===== config.mk =====
export PLATFORM = sky130hd
export DESIGN_NAME = instr_fetch_seq
export DESIGN_NICKNAME = d
export VERILOG_FILES = /design/src/rtl/ifs_pkg.sv /design/src/rtl/ifs_start_ctrl.sv /design/src/rtl/ifs_burst_plan.sv /design/src/rtl/ifs_assembler.sv /design/src/rtl/instr_fetch_seq.sv
export SDC_FILE = /design/constraint.sdc
export NUM_CORES = 1
export LEC_CHECK = 0
export BUFFER_PORTS_ARGS = -buffer_cell sky130_fd_sc_hd__buf_4
export CORE_ASPECT_RATIO = 0.5
export CORE_MARGIN = 1
export CORE_UTILIZATION = 35
export CTS_BUF_LIST = sky130_fd_sc_hd__clkbuf_4 sky130_fd_sc_hd__clkbuf_8
export CTS_CLUSTER_DIAMETER = 200
export DETAILED_ROUTE_END_ITERATION = 16
export PLACE_DENSITY = 0.69
export SLEW_MARGIN = 20
export SYNTH_ARGS = -nofsm -noshare
export SYNTH_HDL_FRONTEND = slang
export SYNTH_SLANG_ARGS = --single-unit

===== constraint.sdc =====
create_clock -name clk -period 2.46 [get_ports clk]
set_input_delay 0.246 -clock clk [delete_from_list [all_inputs] [get_ports clk]]
set_output_delay 0.246 -clock clk [all_outputs]
set_load 0.05 [all_outputs]

===== src/rtl/ifs_pkg.sv =====
package ifs_pkg;

    localparam int IFS_MAX_DW = 4;
    localparam int IFS_CNT_W  = $clog2(IFS_MAX_DW + 1);
    localparam int IFS_BEAT_W = 2;

    typedef enum logic [2:0] {
        ST_IDLE    = 3'd0,
        ST_REQ     = 3'd1,
        ST_XFER    = 3'd2,
        ST_GAP     = 3'd3,
        ST_PRESENT = 3'd4
    } ifs_state_e;

    typedef enum logic [1:0] {
        KIND_PLAIN    = 2'b00,
        KIND_INDIRECT = 2'b01,
        KIND_MEMMOVE  = 2'b10,
        KIND_TABLE    = 2'b11
    } ifs_kind_e;

    function automatic logic [IFS_CNT_W-1:0] ifs_total_dw(input ifs_kind_e k);
        logic [IFS_CNT_W-1:0] n;
        unique case (k)
            KIND_PLAIN:    n = IFS_CNT_W'(2);
            KIND_INDIRECT: n = IFS_CNT_W'(3);
            KIND_MEMMOVE:  n = IFS_CNT_W'(3);
            KIND_TABLE:    n = IFS_CNT_W'(4);
            default:       n = IFS_CNT_W'(2);
        endcase
        return n;
    endfunction

endpackage


===== src/rtl/ifs_start_ctrl.sv =====
module ifs_start_ctrl #(
    parameter int AW   = 32,
    parameter int STEP = 4
) (
    input  logic          clk,
    input  logic          rst_n,
    input  logic          manual_mode,
    input  logic          wr_en,
    input  logic [AW-1:0] wr_addr,
    input  logic          start_pulse,
    input  logic          advance,
    output logic [AW-1:0] ptr,
    output logic          running
);

    // Pointer and run flag: writes land only while halted.
    always_ff @(posedge clk or negedge rst_n) begin
        if (!rst_n) begin
            ptr     <= '0;
            running <= 1'b0;
        end else if (!running) begin
            if (wr_en) begin
                ptr <= wr_addr;
            end
            if ((wr_en && !manual_mode) || start_pulse) begin
                running <= 1'b1;
            end
        end else if (advance) begin
            ptr <= ptr + AW'(STEP);
        end
    end

    AST_PTR_STEP: assert property (@(posedge clk) disable iff (!rst_n)
        running && advance |=> ptr == $past(ptr) + AW'(STEP));

    AST_MANUAL_HOLD: assert property (@(posedge clk) disable iff (!rst_n)
        !running && manual_mode && !start_pulse |=> !running);

    AST_RUN_STICKY: assert property (@(posedge clk) disable iff (!rst_n)
        running |=> running);

    AST_PTR_LOCKED: assert property (@(posedge clk) disable iff (!rst_n)
        running && !advance |=> $stable(ptr));

endmodule


===== src/rtl/ifs_burst_plan.sv =====
module ifs_burst_plan
    import ifs_pkg::*;
#(
    parameter int PAIR = 2
) (
    input  logic                  burst_mode,
    input  logic [IFS_CNT_W-1:0]  dw_idx,
    input  ifs_kind_e             kind,
    output logic [IFS_BEAT_W-1:0] beats,
    output logic [IFS_CNT_W-1:0]  total
);

    // Beats for the ownership that starts at word dw_idx.
    always_comb begin
        total = ifs_total_dw(kind);
        beats = IFS_BEAT_W'(1);
        if (burst_mode) begin
            if (dw_idx == '0) begin
                beats = IFS_BEAT_W'(PAIR);
            end else if (kind == KIND_TABLE && dw_idx == IFS_CNT_W'(PAIR)) begin
                beats = IFS_BEAT_W'(PAIR);
            end
        end
    end

endmodule


===== src/rtl/ifs_assembler.sv =====
module ifs_assembler #(
    parameter int DW  = 32,
    parameter int NDW = 4,
    parameter int IW  = 3
) (
    input  logic              clk,
    input  logic              rst_n,
    input  logic              clr,
    input  logic              cap,
    input  logic [IW-1:0]     idx,
    input  logic [DW-1:0]     din,
    output logic [NDW*DW-1:0] flat
);

    for (genvar g = 0; g < NDW; g++) begin : g_slot
        logic [DW-1:0] slot_q;

        always_ff @(posedge clk or negedge rst_n) begin
            if (!rst_n) begin
                slot_q <= '0;
            end else if (clr) begin
                slot_q <= '0;
            end else if (cap && idx == IW'(g)) begin
                slot_q <= din;
            end
        end

        assign flat[g*DW +: DW] = slot_q;
    end

    AST_CAP_IN_RANGE: assert property (@(posedge clk) disable iff (!rst_n)
        cap |-> idx < IW'(NDW));

    AST_CLR_NOT_CAP: assert property (@(posedge clk) disable iff (!rst_n)
        clr |-> !cap);

endmodule


===== src/rtl/instr_fetch_seq.sv =====
module instr_fetch_seq
    import ifs_pkg::*;
#(
    parameter int AW = 32,
    parameter int DW = 32
) (
    input  logic                     clk,
    input  logic                     rst_n,
    input  logic                     cfg_burst_en,
    input  logic                     cfg_prefetch_en,
    input  logic                     cfg_manual_start,
    input  logic                     ptr_wr_en,
    input  logic [AW-1:0]            ptr_wr_data,
    input  logic                     start_set,
    output logic                     bus_req,
    input  logic                     bus_gnt,
    output logic [AW-1:0]            bus_addr,
    input  logic                     bus_rd_valid,
    input  logic [DW-1:0]            bus_rd_data,
    output logic                     ins_valid,
    input  logic                     ins_ready,
    output logic [IFS_CNT_W-1:0]     ins_len,
    output logic [IFS_MAX_DW*DW-1:0] ins_data
);

    localparam int NDW  = IFS_MAX_DW;
    localparam int STEP = DW / 8;

    ifs_state_e                state_q, state_d;
    logic [IFS_CNT_W-1:0]      dw_idx_q;
    logic [IFS_BEAT_W-1:0]     beats_left_q;
    ifs_kind_e                 kind_q;
    logic                      running;
    logic [AW-1:0]             ptr;
    logic                      burst_mode;
    logic                      beat;
    logic                      last_beat;
    logic                      instr_done;
    logic                      start_instr;
    logic [IFS_BEAT_W-1:0]     plan_beats;
    logic [IFS_CNT_W-1:0]      plan_total;

    assign burst_mode  = cfg_burst_en & ~cfg_prefetch_en;
    assign beat        = (state_q == ST_XFER) && bus_rd_valid;
    assign last_beat   = beat && (beats_left_q == IFS_BEAT_W'(1));
    assign instr_done  = last_beat && (dw_idx_q != '0)
                         && (IFS_CNT_W'(dw_idx_q + 1'b1) == plan_total);
    assign start_instr = ((state_q == ST_IDLE) && running)
                         || ((state_q == ST_PRESENT) && ins_ready);

    ifs_start_ctrl #(
        .AW   (AW),
        .STEP (STEP)
    ) u_start (
        .clk         (clk),
        .rst_n       (rst_n),
        .manual_mode (cfg_manual_start),
        .wr_en       (ptr_wr_en),
        .wr_addr     (ptr_wr_data),
        .start_pulse (start_set),
        .advance     (beat),
        .ptr         (ptr),
        .running     (running)
    );

    ifs_burst_plan #(
        .PAIR (2)
    ) u_plan (
        .burst_mode (burst_mode),
        .dw_idx     (dw_idx_q),
        .kind       (kind_q),
        .beats      (plan_beats),
        .total      (plan_total)
    );

    ifs_assembler #(
        .DW  (DW),
        .NDW (NDW),
        .IW  (IFS_CNT_W)
    ) u_asm (
        .clk   (clk),
        .rst_n (rst_n),
        .clr   (start_instr),
        .cap   (beat),
        .idx   (dw_idx_q),
        .din   (bus_rd_data),
        .flat  (ins_data)
    );

    // State register
    always_ff @(posedge clk or negedge rst_n) begin
        if (!rst_n) begin
            state_q <= ST_IDLE;
        end else begin
            state_q <= state_d;
        end
    end

    // Next-state logic
    always_comb begin
        state_d = state_q;
        unique case (state_q)
            ST_IDLE:    if (running)   state_d = ST_REQ;
            ST_REQ:     if (bus_gnt)   state_d = ST_XFER;
            ST_XFER:    if (last_beat) state_d = instr_done ? ST_PRESENT : ST_GAP;
            ST_GAP:                    state_d = ST_REQ;
            ST_PRESENT: if (ins_ready) state_d = ST_REQ;
            default:                   state_d = ST_IDLE;
        endcase
    end

    // Word index, beats left in the ownership, class of the instruction
    always_ff @(posedge clk or negedge rst_n) begin
        if (!rst_n) begin
            dw_idx_q     <= '0;
            beats_left_q <= '0;
            kind_q       <= KIND_PLAIN;
        end else begin
            if (start_instr) begin
                dw_idx_q <= '0;
            end else if (beat) begin
                dw_idx_q <= dw_idx_q + 1'b1;
            end
            if ((state_q == ST_REQ) && bus_gnt) begin
                beats_left_q <= plan_beats;
            end else if (beat) begin
                beats_left_q <= beats_left_q - 1'b1;
            end
            if (beat && (dw_idx_q == '0)) begin
                kind_q <= ifs_kind_e'(bus_rd_data[DW-1 -: 2]);
            end
        end
    end

    // Outputs
    always_comb begin
        bus_req   = (state_q == ST_REQ) || (state_q == ST_XFER);
        ins_valid = (state_q == ST_PRESENT);
        bus_addr  = ptr;
        ins_len   = plan_total;
    end

    AST_REQ_UNTIL_GNT: assert property (@(posedge clk) disable iff (!rst_n)
        bus_req && !bus_gnt |=> bus_req);

    AST_DROP_AFTER_LAST: assert property (@(posedge clk) disable iff (!rst_n)
        last_beat |=> !bus_req);

    AST_PRESENT_QUIET: assert property (@(posedge clk) disable iff (!rst_n)
        ins_valid |-> !bus_req);

    AST_PRESENT_HOLD: assert property (@(posedge clk) disable iff (!rst_n)
        ins_valid && !ins_ready |=> ins_valid && $stable(ins_data) && $stable(ins_len));

    AST_FIRST_PAIR: assert property (@(posedge clk) disable iff (!rst_n)
        (state_q == ST_REQ) && bus_gnt && burst_mode && (dw_idx_q == '0)
        |=> beats_left_q == IFS_BEAT_W'(2));

    AST_SINGLE_OWN: assert property (@(posedge clk) disable iff (!rst_n)
        (state_q == ST_REQ) && bus_gnt && !burst_mode
        |=> beats_left_q == IFS_BEAT_W'(1));

endmodule


==> results of run 1 <==
## cells by family after synthesis
logic type	share of synthesized area
AND/OR/NAND/NOR	0.203
AO/OA/AOI/OAI	0.152
flip-flops	0.558
buffers and inverters	0.0385
XOR/XNOR	0.0228
multiplexers	0.0121
adder cells (fa/ha/maj)	0.0131
## power groups by stage
stage	Clock [W]	Combinational [W]	Sequential [W]
global route	0.00225	0.00714	0.00441
floorplan	0	0.00190	0.00689
detailed placement	0	0.00671	0.00435
CTS	0.00214	0.00675	0.00430
finish	0.00209	0.00673	0.00431
global placement	0	0.00659	0.00431
## metal layers
layer  GRT usage  up-vias  wire (um)
met3      0.0483       34       1270
met1       0.272     3445      10100
met4      0.0709        0        523
li1            -     3347          -
met5           0        -          0
met2       0.346      196      11100
## cells in the final DEF (no fill, tap or decap), types with 3 or more instances in the layout
master,count
nor4_1,3
clkinvlp_4,3
a21oi_1,86
and3_1,9
clkbuf_8,18
dfrtp_1,171
a211oi_1,16
xor2_1,11
clkinv_4,3
a311oi_1,5
mux2i_1,7
nor2_1,26
buf_12,6
nand3_1,9
a31oi_1,3
dlygate4sd3_1,34
xnor2_1,9
nand4_1,16
nor3_1,6
buf_4,250
ha_1,8
o21ai_0,70
o21a_1,3
nor2b_1,12
inv_6,3
o21ai_1,5
o22ai_1,3
inv_1,11
and4_1,5
nand2_1,261
## stage by stage
step                power, W  cells  hold WS [ns]
finish                0.0131   1397        0.0251
floorplan            0.00878    837       -0.0496
global route          0.0138   1397       0.00915
detailed placement    0.0111   1332         0.226
CTS                   0.0132   1396       0.00117
global placement      0.0109   1332         0.224
## cell type report
class / count / area [sq um]
Sequential cell: 171 / 4280
Multi-Input combinational cell: 600 / 3120
Inverter: 12 / 45.0
Clock buffer: 18 / 248
Tap cell: 292 / 365
Clock inverter: 13 / 158
Fill cell: 1977 / 10500
Timing Repair Buffer: 291 / 2350
## worst max-delay path, delay by kind of cell (launching register included)
| family | cells | cell delay, ns |
|---|---|---|
| flip-flops | 1 | 0.48 |
| buffers and inverters | 1 | 0.27 |
| AND/OR/NAND/NOR | 4 | 1.07 |
| AO/OA/AOI/OAI | 1 | 0.07 |
## registers in the layout, indices dropped and copies added, names as in the netlist
register             count
u_asm.g_slot.slot_q    128
state_q                  3
u_start.ptr             32
u_start.running          1
dw_idx_q                 3
kind_q                   2
beats_left_q             2
## timing repair
item | CTS | global route
hold endpoints to repair | 90 | 1
gates resized for setup | 0 | 0
hold buffers | 33 | 1
## how the worst min path moves through the flow
stage	endpoint	slack (ns)	from
floorplan	beats_left_q[0]$_DFFE_PN0P_	-0.05	rst_n
global placement	u_start.ptr[17]$_DFFE_PN0P_	0.22	rst_n
detailed placement	u_start.ptr[17]$_DFFE_PN0P_	0.23	rst_n
CTS	u_start.ptr[16]$_DFFE_PN0P_	0.001	ptr_wr_data[16]
global route	u_start.ptr[16]$_DFFE_PN0P_	0.009	ptr_wr_data[16]
finish	u_start.ptr[16]$_DFFE_PN0P_	0.03	ptr_wr_data[16]
==> impl_metrics.py, run 1 <==
metrics = {
    "route": {
        "firstDrtPassIters": 4,
        "drc": 0,
        "routed_wl_mm": 23.0,
        "vias_per_cell": 5.03,
        "drtIter0Drc": 541,
        "wl_per_cell_um": 16.5,
        "dr_total_vias": 7022,
        "drtAntennaViolNets": 0,
    },
    "worst_setup_path": {
        "cp-endpoint": "u_asm.g_slot[0].slot_q[10]$_DFFE_PN0P_",
        "cp_common_cell": "nand2_1",
        "cp.required_ns": 2.80,
        "ff2ff_setup_slack_ns": 0.43,
        "crit_fanout": 34,
        "r2r_cells": 6,
        "critPathKind": "reg2reg",
        "path_cells": "nand4bb_1, nor2_1, nand2_1, buf_4, nand2_1, a21oi_1",
        "startpoint": "state_q[2]$_DFFE_PN0P_",
        "endpoint_kind": "flop",
        "worst_ep_arrival_time_ns": 2.37,
        "r2r_end": "u_asm.g_slot[0].slot_q[10]$_DFFE_PN0P_",
        "rr_startpoint": "state_q[2]$_DFFE_PN0P_",
        "start_kind": "flop",
        "crit_path_top_delay_cell": "dfrtp_1",
        "cp_slowest_stage_delay_ns": 0.48,
    },
    "sta": {
        "period_needed_ns": 2.03,
        "setup_ws_ns": 0.429,
        "final-max-slew-violation-count": 0,
        "finalClockSkew_ns": 0.0177,
        "fin_tns_setup_ns": 0,
        "slew_headroom": 0.663,
        "report.final.setup_viol": 0,
        "max_freq_ghz": 0.492,
        "worst_slew_pin_slew_ns": 0.501,
        "hold_viol": 0,
        "period_share": 0.826,
        "rsz0062_at_grt": "no",
    },
    "layout": {
        "synthToLayoutAreaGrowth_pct": 37.7,
        "antenna_cells": 0,
        "drive_above_1_share": 0.272,
        "fin_area_sq_mm": 0.0106,
        "final_util": 0.502,
        "layout.nets": 1175,
    },
    "power": {
        "power_frac_seq": 0.328,
        "p_int_w": 0.00652,
        "p_switching_w": 0.00661,
        "p_leak_nw": 5.00,
        "p_sw_frac": 0.503,
        "ir_drop_uv": 586,
        "power.density_mw_per_mm2": 1240,
        "pwr-share-comb": 0.513,
        "pwr-share-clk": 0.159,
    },
    "global_routing": {
        "antenna_found_initial": 0,
        "grt_pass1_vias": 7002,
        "grt_first_pass_wirelength_mm": 36.9,
        "grt_max_degree": 65,
        "grt_use_total": 0.209,
        "grt.overflow.total": 0,
    },
    "clock_network": {
        "root_buffer": "clkbuf_8",
        "postCtsSetupRepairBufs": 0,
        "ctsLongestPathBuffers": 2,
        "cts_max_level": 4,
        "cts_tree": "built",
        "clk_latency_ns": 0.48,
        "clock-sinks": 171,
        "numCtsBuffers": 17,
        "cts.clk_slew.worst_paths_ns": 0.10,
    },
    "floorplan": {
        "rows": 37,
        "die_area_sq_mm": 0.0225,
        "io_pins": 239,
        "die_x_um": 211,
        "initial_utilization": 0.365,
        "core_sq_mm": 0.0210,
        "die_h_um": 107,
    },
    "synth": {
        "ys_ff_latch": 171,
        "yosys_warnings": 0,
        "yosysMostFrequentCell": "nand2_1",
        "synth_area_leaders": "dfrtp_1, nand2_1, a21oi_1",
        "ys_seq_area_frac": 0.558,
        "synthDominantCellAreaShare": 0.558,
        "synth_flop_cell": "dfrtp_1",
        "synth_cells": 837,
        "synthesis.area_sq_mm": 0.00767,
        "syn_area_per_cell_sq_um": 9.16,
        "synthArstFlopShare": 1.00,
        "ys_top_cells_by_count": "nand2_1, dfrtp_1, a21oi_1, o21ai_0, clkbuf_1",
        "syn_nets": 919,
        "yosysTopAreaCell": "dfrtp_1",
        "synth_edf_count": 0,
        "synth_cell_types": 51,
    },
    "place": {
        "hpwl_mm": 15.8,
        "gp_congestion": 0.865,
        "pre_cts_ws_ns": 0.468,
        "port_buffers": 238,
        "place_area_sq_mm": 0.00981,
    },
    "status": {
        "run_status": "completed",
    },
    "run": {
        "cap_viol_max_count": 0,
    },
    "hold_path": {
        "hold_class": "in2reg",
        "whs_path_depth": 3,
    },
}
No activity file was read; power rests on OpenSTA's default activity.
==> run 2: changes to the inputs <==
--- a/config.mk
+++ b/config.mk
@@ -12,7 +12,7 @@
 export CTS_BUF_LIST = sky130_fd_sc_hd__clkbuf_4 sky130_fd_sc_hd__clkbuf_8
 export CTS_CLUSTER_DIAMETER = 200
 export DETAILED_ROUTE_END_ITERATION = 16
-export PLACE_DENSITY = 0.69
+export PLACE_DENSITY = 0.71
 export SLEW_MARGIN = 20
 export SYNTH_ARGS = -nofsm -noshare
 export SYNTH_HDL_FRONTEND = slang
==> constraint.sdc (replaced) <==
create_clock -name clk -period 1.8 [get_ports clk]
set_input_delay 0.18 -clock clk [delete_from_list [all_inputs] [get_ports clk]]
set_output_delay 0.18 -clock clk [all_outputs]
set_load 0.05 [all_outputs]
==> impl_metrics.py, run 2 (synthesis results as in run 1) <==
metrics = {
    "status": {
        "run_status": "completed",
    },
    "worst_setup_path": {
        "start_kind": "flop",
        "ff2ff_setup_slack_ns": 0.03,
        "endpoint_kind": "flop",
        "r2r_cells": 6,
        "cp.required_ns": 2.20,
        "critPathKind": "reg2reg",
        "crit_fanout": 5,
        "worst_ep_arrival_time_ns": 2.17,
    },
    "clock_network": {
        "cts_max_level": 4,
        "cts.clk_slew.worst_paths_ns": 0.10,
        "clock-sinks": 171,
        "clk_latency_ns": 0.49,
        "cts_tree": "built",
        "numCtsBuffers": 17,
        "postCtsSetupRepairBufs": 0,
        "ctsLongestPathBuffers": 2,
        "root_buffer": "clkbuf_8",
    },
    "sta": {
        "period_needed_ns": 1.77,
        "worst_slew_pin_slew_ns": 0.469,
        "period_share": 0.984,
        "report.final.setup_viol": 0,
        "hold_viol": 0,
        "finalClockSkew_ns": 0.0128,
        "max_freq_ghz": 0.565,
        "final-max-slew-violation-count": 0,
        "slew_headroom": 0.687,
        "fin_tns_setup_ns": 0,
        "rsz0062_at_grt": "yes",
    },
    "global_routing": {
        "grt_use_total": 0.218,
        "grt_pass1_vias": 7322,
        "grt_max_degree": 57,
        "grt_first_pass_wirelength_mm": 38.2,
        "grt.overflow.total": 0,
        "antenna_found_initial": 0,
    },
    "route": {
        "drtIter0Drc": 529,
        "routed_wl_mm": 23.9,
        "dr_total_vias": 7314,
        "firstDrtPassIters": 4,
        "wl_per_cell_um": 16.4,
        "drc": 0,
        "vias_per_cell": 5.02,
        "drtAntennaViolNets": 0,
    },
    "hold_path": {
        "whs_path_depth": 4,
        "hold_class": "in2reg",
    },
    "layout": {
        "layout.nets": 1233,
        "top_register": "u_asm.g_slot.slot_q",
        "drive_above_1_share": 0.300,
        "final_cell_mix": "buf_4, nand2_1, dfrtp_1",
        "fin_area_sq_mm": 0.0112,
        "layout_commonest_cell": "buf_4",
        "synthToLayoutAreaGrowth_pct": 45.7,
        "largestRegisters": "u_asm.g_slot.slot_q (128), u_start.ptr (32)",
        "antenna_cells": 0,
        "largest_reg_flops": 128,
    },
    "place": {
        "hpwl_mm": 16.7,
        "place_area_sq_mm": 0.0101,
        "port_buffers": 238,
        "gp_congestion": 0.859,
    },
    "floorplan": {
        "die_x_um": 211,
        "die_h_um": 107,
        "rows": 37,
        "core_sq_mm": 0.0210,
        "die_area_sq_mm": 0.0225,
        "initial_utilization": 0.365,
        "io_pins": 239,
    },
    "power": {
        "ir_drop_uv": 802,
        "power_w": 0.0183,
        "power.density_mw_per_mm2": 1640,
        "p_leak_nw": 5.27,
    },
    "run": {
        "cap_viol_max_count": 0,
    },
}
[run 2: changes by cell type in the layout (fill, tap and decap cells not counted), sizes merged]
cell,previous run,this run
clkinvlp,3,2
clkinv,3,7
buf,257,285
dlygate4sd3,34,64
clkbuf,18,19
inv,17,14
[run 2: cell type report]
class,instances,area [sq um]
Timing Repair Buffer,349,2920
Multi-Input combinational cell,600,3140
Clock buffer,19,255
Inverter,12,45.0
Clock inverter,13,143
Tap cell,292,365
Sequential cell,171,4300
Fill cell,1891,9850
[run 2: critical path: stages (launching register included)]
cell and delay [ns]:
dfrtp_1 0.40, nand4bb_2 0.35, buf_4 0.23, nor3_4 0.18, and4_1 0.27, nor3_1 0.07
a211oi_2 0.19
[run 2: stage by stage]
step,utilization,cells,setup slack [ns],hold WS (ns)
floorplan,-,837,-0.0702,-0.116
CTS,0.531,1456,0.00377,0.0165
finish,0.532,1456,0.0296,0.0653
detailed placement,0.481,1360,-0.00186,0.152
global placement,0.481,1360,0.000922,0.142
global route,0.532,1456,-0.0600,0.0531
[run 2: path summary, 6_finish.rpt]
check,endpoint,from
max reg2reg,u_start.ptr[24]$_DFFE_PN0P_,state_q[2]$_DFFE_PN0P_
min,u_start.ptr[19]$_DFFE_PN0P_,ptr_wr_data[19]
max,u_start.ptr[24]$_DFFE_PN0P_,state_q[2]$_DFFE_PN0P_
min in group asynchronous,u_start.ptr[28]$_DFFE_PN0P_,rst_n
max in group asynchronous,u_asm.g_slot[3].slot_q[8]$_DFFE_PN0P_,rst_n
min reg2reg,u_start.ptr[0]$_DFFE_PN0P_,u_start.ptr[0]$_DFFE_PN0P_
[run 2: power breakdown]
group,internal (W),switching [W]
logic,0.00293,0.00679
clock network,0.00129,0.00149
registers,0.00501,0.000788
total,0.00923,0.00907
[run 2: repair_timing]
action | CTS | global route
hold endpoints to repair | 206 | 0
pin swaps | 1 | 0
hold buffers | 64 | 0
gates resized for setup | 3 | 2
setup endpoints to repair | 5 | 58
[run 2: routing by layer]
layer  track usage  wire length (um)
met4         0.107               775
met5             0                 0
met2         0.372             11700
met3        0.0413              1030
met1         0.267             10400
==> run 3: changes to the inputs <==
--- a/config.mk
+++ b/config.mk
@@ -5,7 +5,9 @@
 export SDC_FILE = /design/constraint.sdc
 export NUM_CORES = 1
 export LEC_CHECK = 0
+export ABC_AREA = 1
 export BUFFER_PORTS_ARGS = -buffer_cell sky130_fd_sc_hd__buf_4
+export CAP_MARGIN = 20
 export CORE_ASPECT_RATIO = 0.5
 export CORE_MARGIN = 1
 export CORE_UTILIZATION = 35
==> impl_metrics.py, run 3 <==
metrics = {
    "global_routing": {
        "grt_first_pass_wirelength_mm": 41.8,
        "grt.overflow.total": 0,
        "antenna_found_initial": 0,
        "grt_pass1_vias": 8168,
        "grt_use_total": 0.219,
        "grt_max_degree": 61,
    },
    "worst_setup_path": {
        "worst_ep_arrival_time_ns": 2.09,
        "cp_common_cell": "nand2_1",
        "ff2ff_setup_slack_ns": 0.1,
        "r2r_cells": 8,
        "startpoint": "state_q[1]$_DFFE_PN0P_",
        "rr_startpoint": "state_q[1]$_DFFE_PN0P_",
        "path_cells": "nor2_2, nand2_1, o22ai_4, buf_8, nor2_2, buf_12, nand2_1, nand2_1",
        "cp.required_ns": 2.19,
        "r2r_end": "u_asm.g_slot[1].slot_q[11]$_DFFE_PN0P_",
        "cpLargestDelayFamily": "simple AND/OR/NAND/NOR gates",
        "cp_slowest_stage_delay_ns": 0.43,
        "cp.depth": 8,
        "endpoint_kind": "flop",
        "critPathBufInv": 2,
        "critPathKind": "reg2reg",
        "start_kind": "flop",
        "crit_path_top_delay_cell": "dfrtp_1",
        "crit_fanout": 21,
    },
    "layout": {
        "layout.nets": 1459,
        "antenna_cells": 0,
        "drive_above_1_share": 0.240,
        "largest_reg_flops": 128,
        "synthToLayoutAreaGrowth_pct": 37.6,
        "top_register": "u_asm.g_slot.slot_q",
        "final_cell_mix": "nand2_1, buf_4, dfrtp_1",
        "largestRegisters": "u_asm.g_slot.slot_q (128), u_start.ptr (32)",
        "final_util": 0.494,
        "layout_commonest_cell": "nand2_1",
    },
    "synth": {
        "synthArstFlopShare": 1.00,
        "syn_area_per_cell_sq_um": 7.50,
        "synthesis.area_sq_mm": 0.00825,
        "synth_area_leaders": "dfrtp_1, nand2_1, nand3_1",
        "synth_edf_count": 0,
        "yosysTopAreaCell": "dfrtp_1",
        "syn_nets": 1183,
        "synth_cell_types": 31,
        "synthDominantCellAreaShare": 0.518,
        "ys_top_cells_by_count": "nand2_1, dfrtp_1, nand3_1, nor2_1, inv_1",
        "yosysMostFrequentCell": "nand2_1",
        "synth_cells": 1101,
        "synth_flop_cell": "dfrtp_1",
        "ys_ff_latch": 171,
        "ys_seq_area_frac": 0.518,
        "yosys_warnings": 0,
    },
    "floorplan": {
        "rows": 39,
        "die_x_um": 219,
        "die_area_sq_mm": 0.0242,
        "die_h_um": 111,
        "initial_utilization": 0.359,
        "io_pins": 239,
        "core_sq_mm": 0.0230,
    },
    "sta": {
        "report.final.setup_viol": 0,
        "finalClockSkew_ns": 0.0156,
        "period_share": 0.947,
        "max_freq_ghz": 0.587,
        "hold_viol": 0,
        "fin_tns_setup_ns": 0,
        "period_needed_ns": 1.70,
        "setup_ws_ns": 0.0952,
        "final-max-slew-violation-count": 0,
        "slew_headroom": 0.661,
        "rsz0062_at_grt": "no",
        "worst_slew_pin_slew_ns": 0.509,
        "holdWs_ns": 0.0241,
    },
    "power": {
        "power_w": 0.0214,
        "ir_drop_uv": 1010,
        "p_leak_nw": 6.21,
        "power.density_mw_per_mm2": 1890,
    },
    "clock_network": {
        "cts_tree": "built",
        "numCtsBuffers": 17,
        "clk_latency_ns": 0.49,
        "ctsLongestPathBuffers": 2,
        "root_buffer": "clkbuf_8",
        "cts_max_level": 4,
        "cts.clk_slew.worst_paths_ns": 0.09,
        "clock-sinks": 171,
    },
    "route": {
        "vias_per_cell": 4.89,
        "drtIter0Drc": 595,
        "dr_total_vias": 8296,
        "drtAntennaViolNets": 0,
        "wl_per_cell_um": 15.3,
        "routed_wl_mm": 26.0,
        "drc": 0,
        "firstDrtPassIters": 6,
    },
    "hold_path": {
        "whs_path_depth": 3,
        "hold_class": "in2reg",
        "min-delay-start": "ptr_wr_data[7]",
        "min_to": "u_start.ptr[7]$_DFFE_PN0P_",
    },
    "place": {
        "pre_cts_ws_ns": 0.0136,
        "gp_congestion": 0.910,
        "hpwl_mm": 18.8,
        "port_buffers": 238,
    },
    "status": {
        "run_status": "completed",
    },
    "run": {
        "cap_viol_max_count": 0,
    },
}
-- run 3: changes by cell type in the layout (fill, tap and decap cells not counted), moves of 32 or more --
cell / delta
a21oi_1: -76
o21ai_0: -39
nand3_1: +126
nand2_1: +189
nor2_1: +96
inv_1: +69
dlygate4sd3_1: -32
-- run 3: what timing repair did --
item / CTS / global route
hold buffers: 32 / 0
gates resized for setup: 0 / 15
endpoints found under the setup margin: 0 / 125
endpoints found under the hold margin: 77 / 0
buffers inserted: 0 / 1
-- run 3: layout make-up --
class | count | area, sq um
clock buffer | 19 | 255
tap | 307 | 384
inverter | 87 | 335
multi-input combinational | 793 | 3430
timing repair buffer | 307 | 2500
fill | 2139 | 11600
clock inverter | 13 | 165
sequential | 171 | 4280
-- run 3: layer usage --
metal,wire (um),up-vias,global-route usage
li1,-,3974,-
met1,11000,4043,0.269
met2,13300,242,0.381
met3,1200,37,0.0485
met4,560,0,0.0699
met5,0,-,0
-- run 3: how the worst max path moves through the flow --
| stage | endpoint | slack [ns] |
|---|---|---|
| 2_1_floorplan | u_start.ptr[20]$_DFFE_PN0P_ | 0.003 |
| 3_3_place_gp | u_start.ptr[26]$_DFFE_PN0P_ | 0.14 |
| 3_5_place_dp | u_asm.g_slot[1].slot_q[11]$_DFFE_PN0P_ | 0.01 |
| 4_1_cts | u_asm.g_slot[3].slot_q[9]$_DFFE_PN0P_ | 0.008 |
| 5_1_grt | ins_valid | 0.01 |
| 6_report | u_asm.g_slot[1].slot_q[11]$_DFFE_PN0P_ | 0.1 |
-- run 3: worst reg2reg max path, cell delays in order, from the launching register on --
cell     delay, ns
dfrtp_1       0.43
nor2_2        0.17
nand2_1       0.13
o22ai_4       0.27
buf_8         0.20
nor2_2        0.10
buf_12        0.18
nand2_1       0.09
nand2_1       0.05
-- run 3: kinds of logic (layout without fill, tap and decap cells) --
logic type | after synthesis | count (layout) | synth area share
buffers and inverters | 137 | 426 | 0.0703
muxes | 2 | 2 | 0.00273
DFF | 171 | 171 | 0.518
adders and majority gates | 8 | 8 | 0.0121
xor gates and xnor gates | 4 | 4 | 0.00425
AOI/OAI and AO/OA | 56 | 56 | 0.0374
and+or+nand+nor | 723 | 723 | 0.355
-- run 3: power by group --
group	total [W]	internal [W]	switching [W]
sequential	0.00631	0.00522	0.00108
clock	0.00296	0.00143	0.00153
combinational	0.0122	0.00353	0.00865
total	0.0214	0.0102	0.0113
-- run 3: through the flow --
stage	area (sq um)	instances
after floorplan	8260	1101
final	11400	1697
after detailed placement	10600	1632
after CTS	11300	1696
after global routing	11400	1697
after global placement	10600	1632
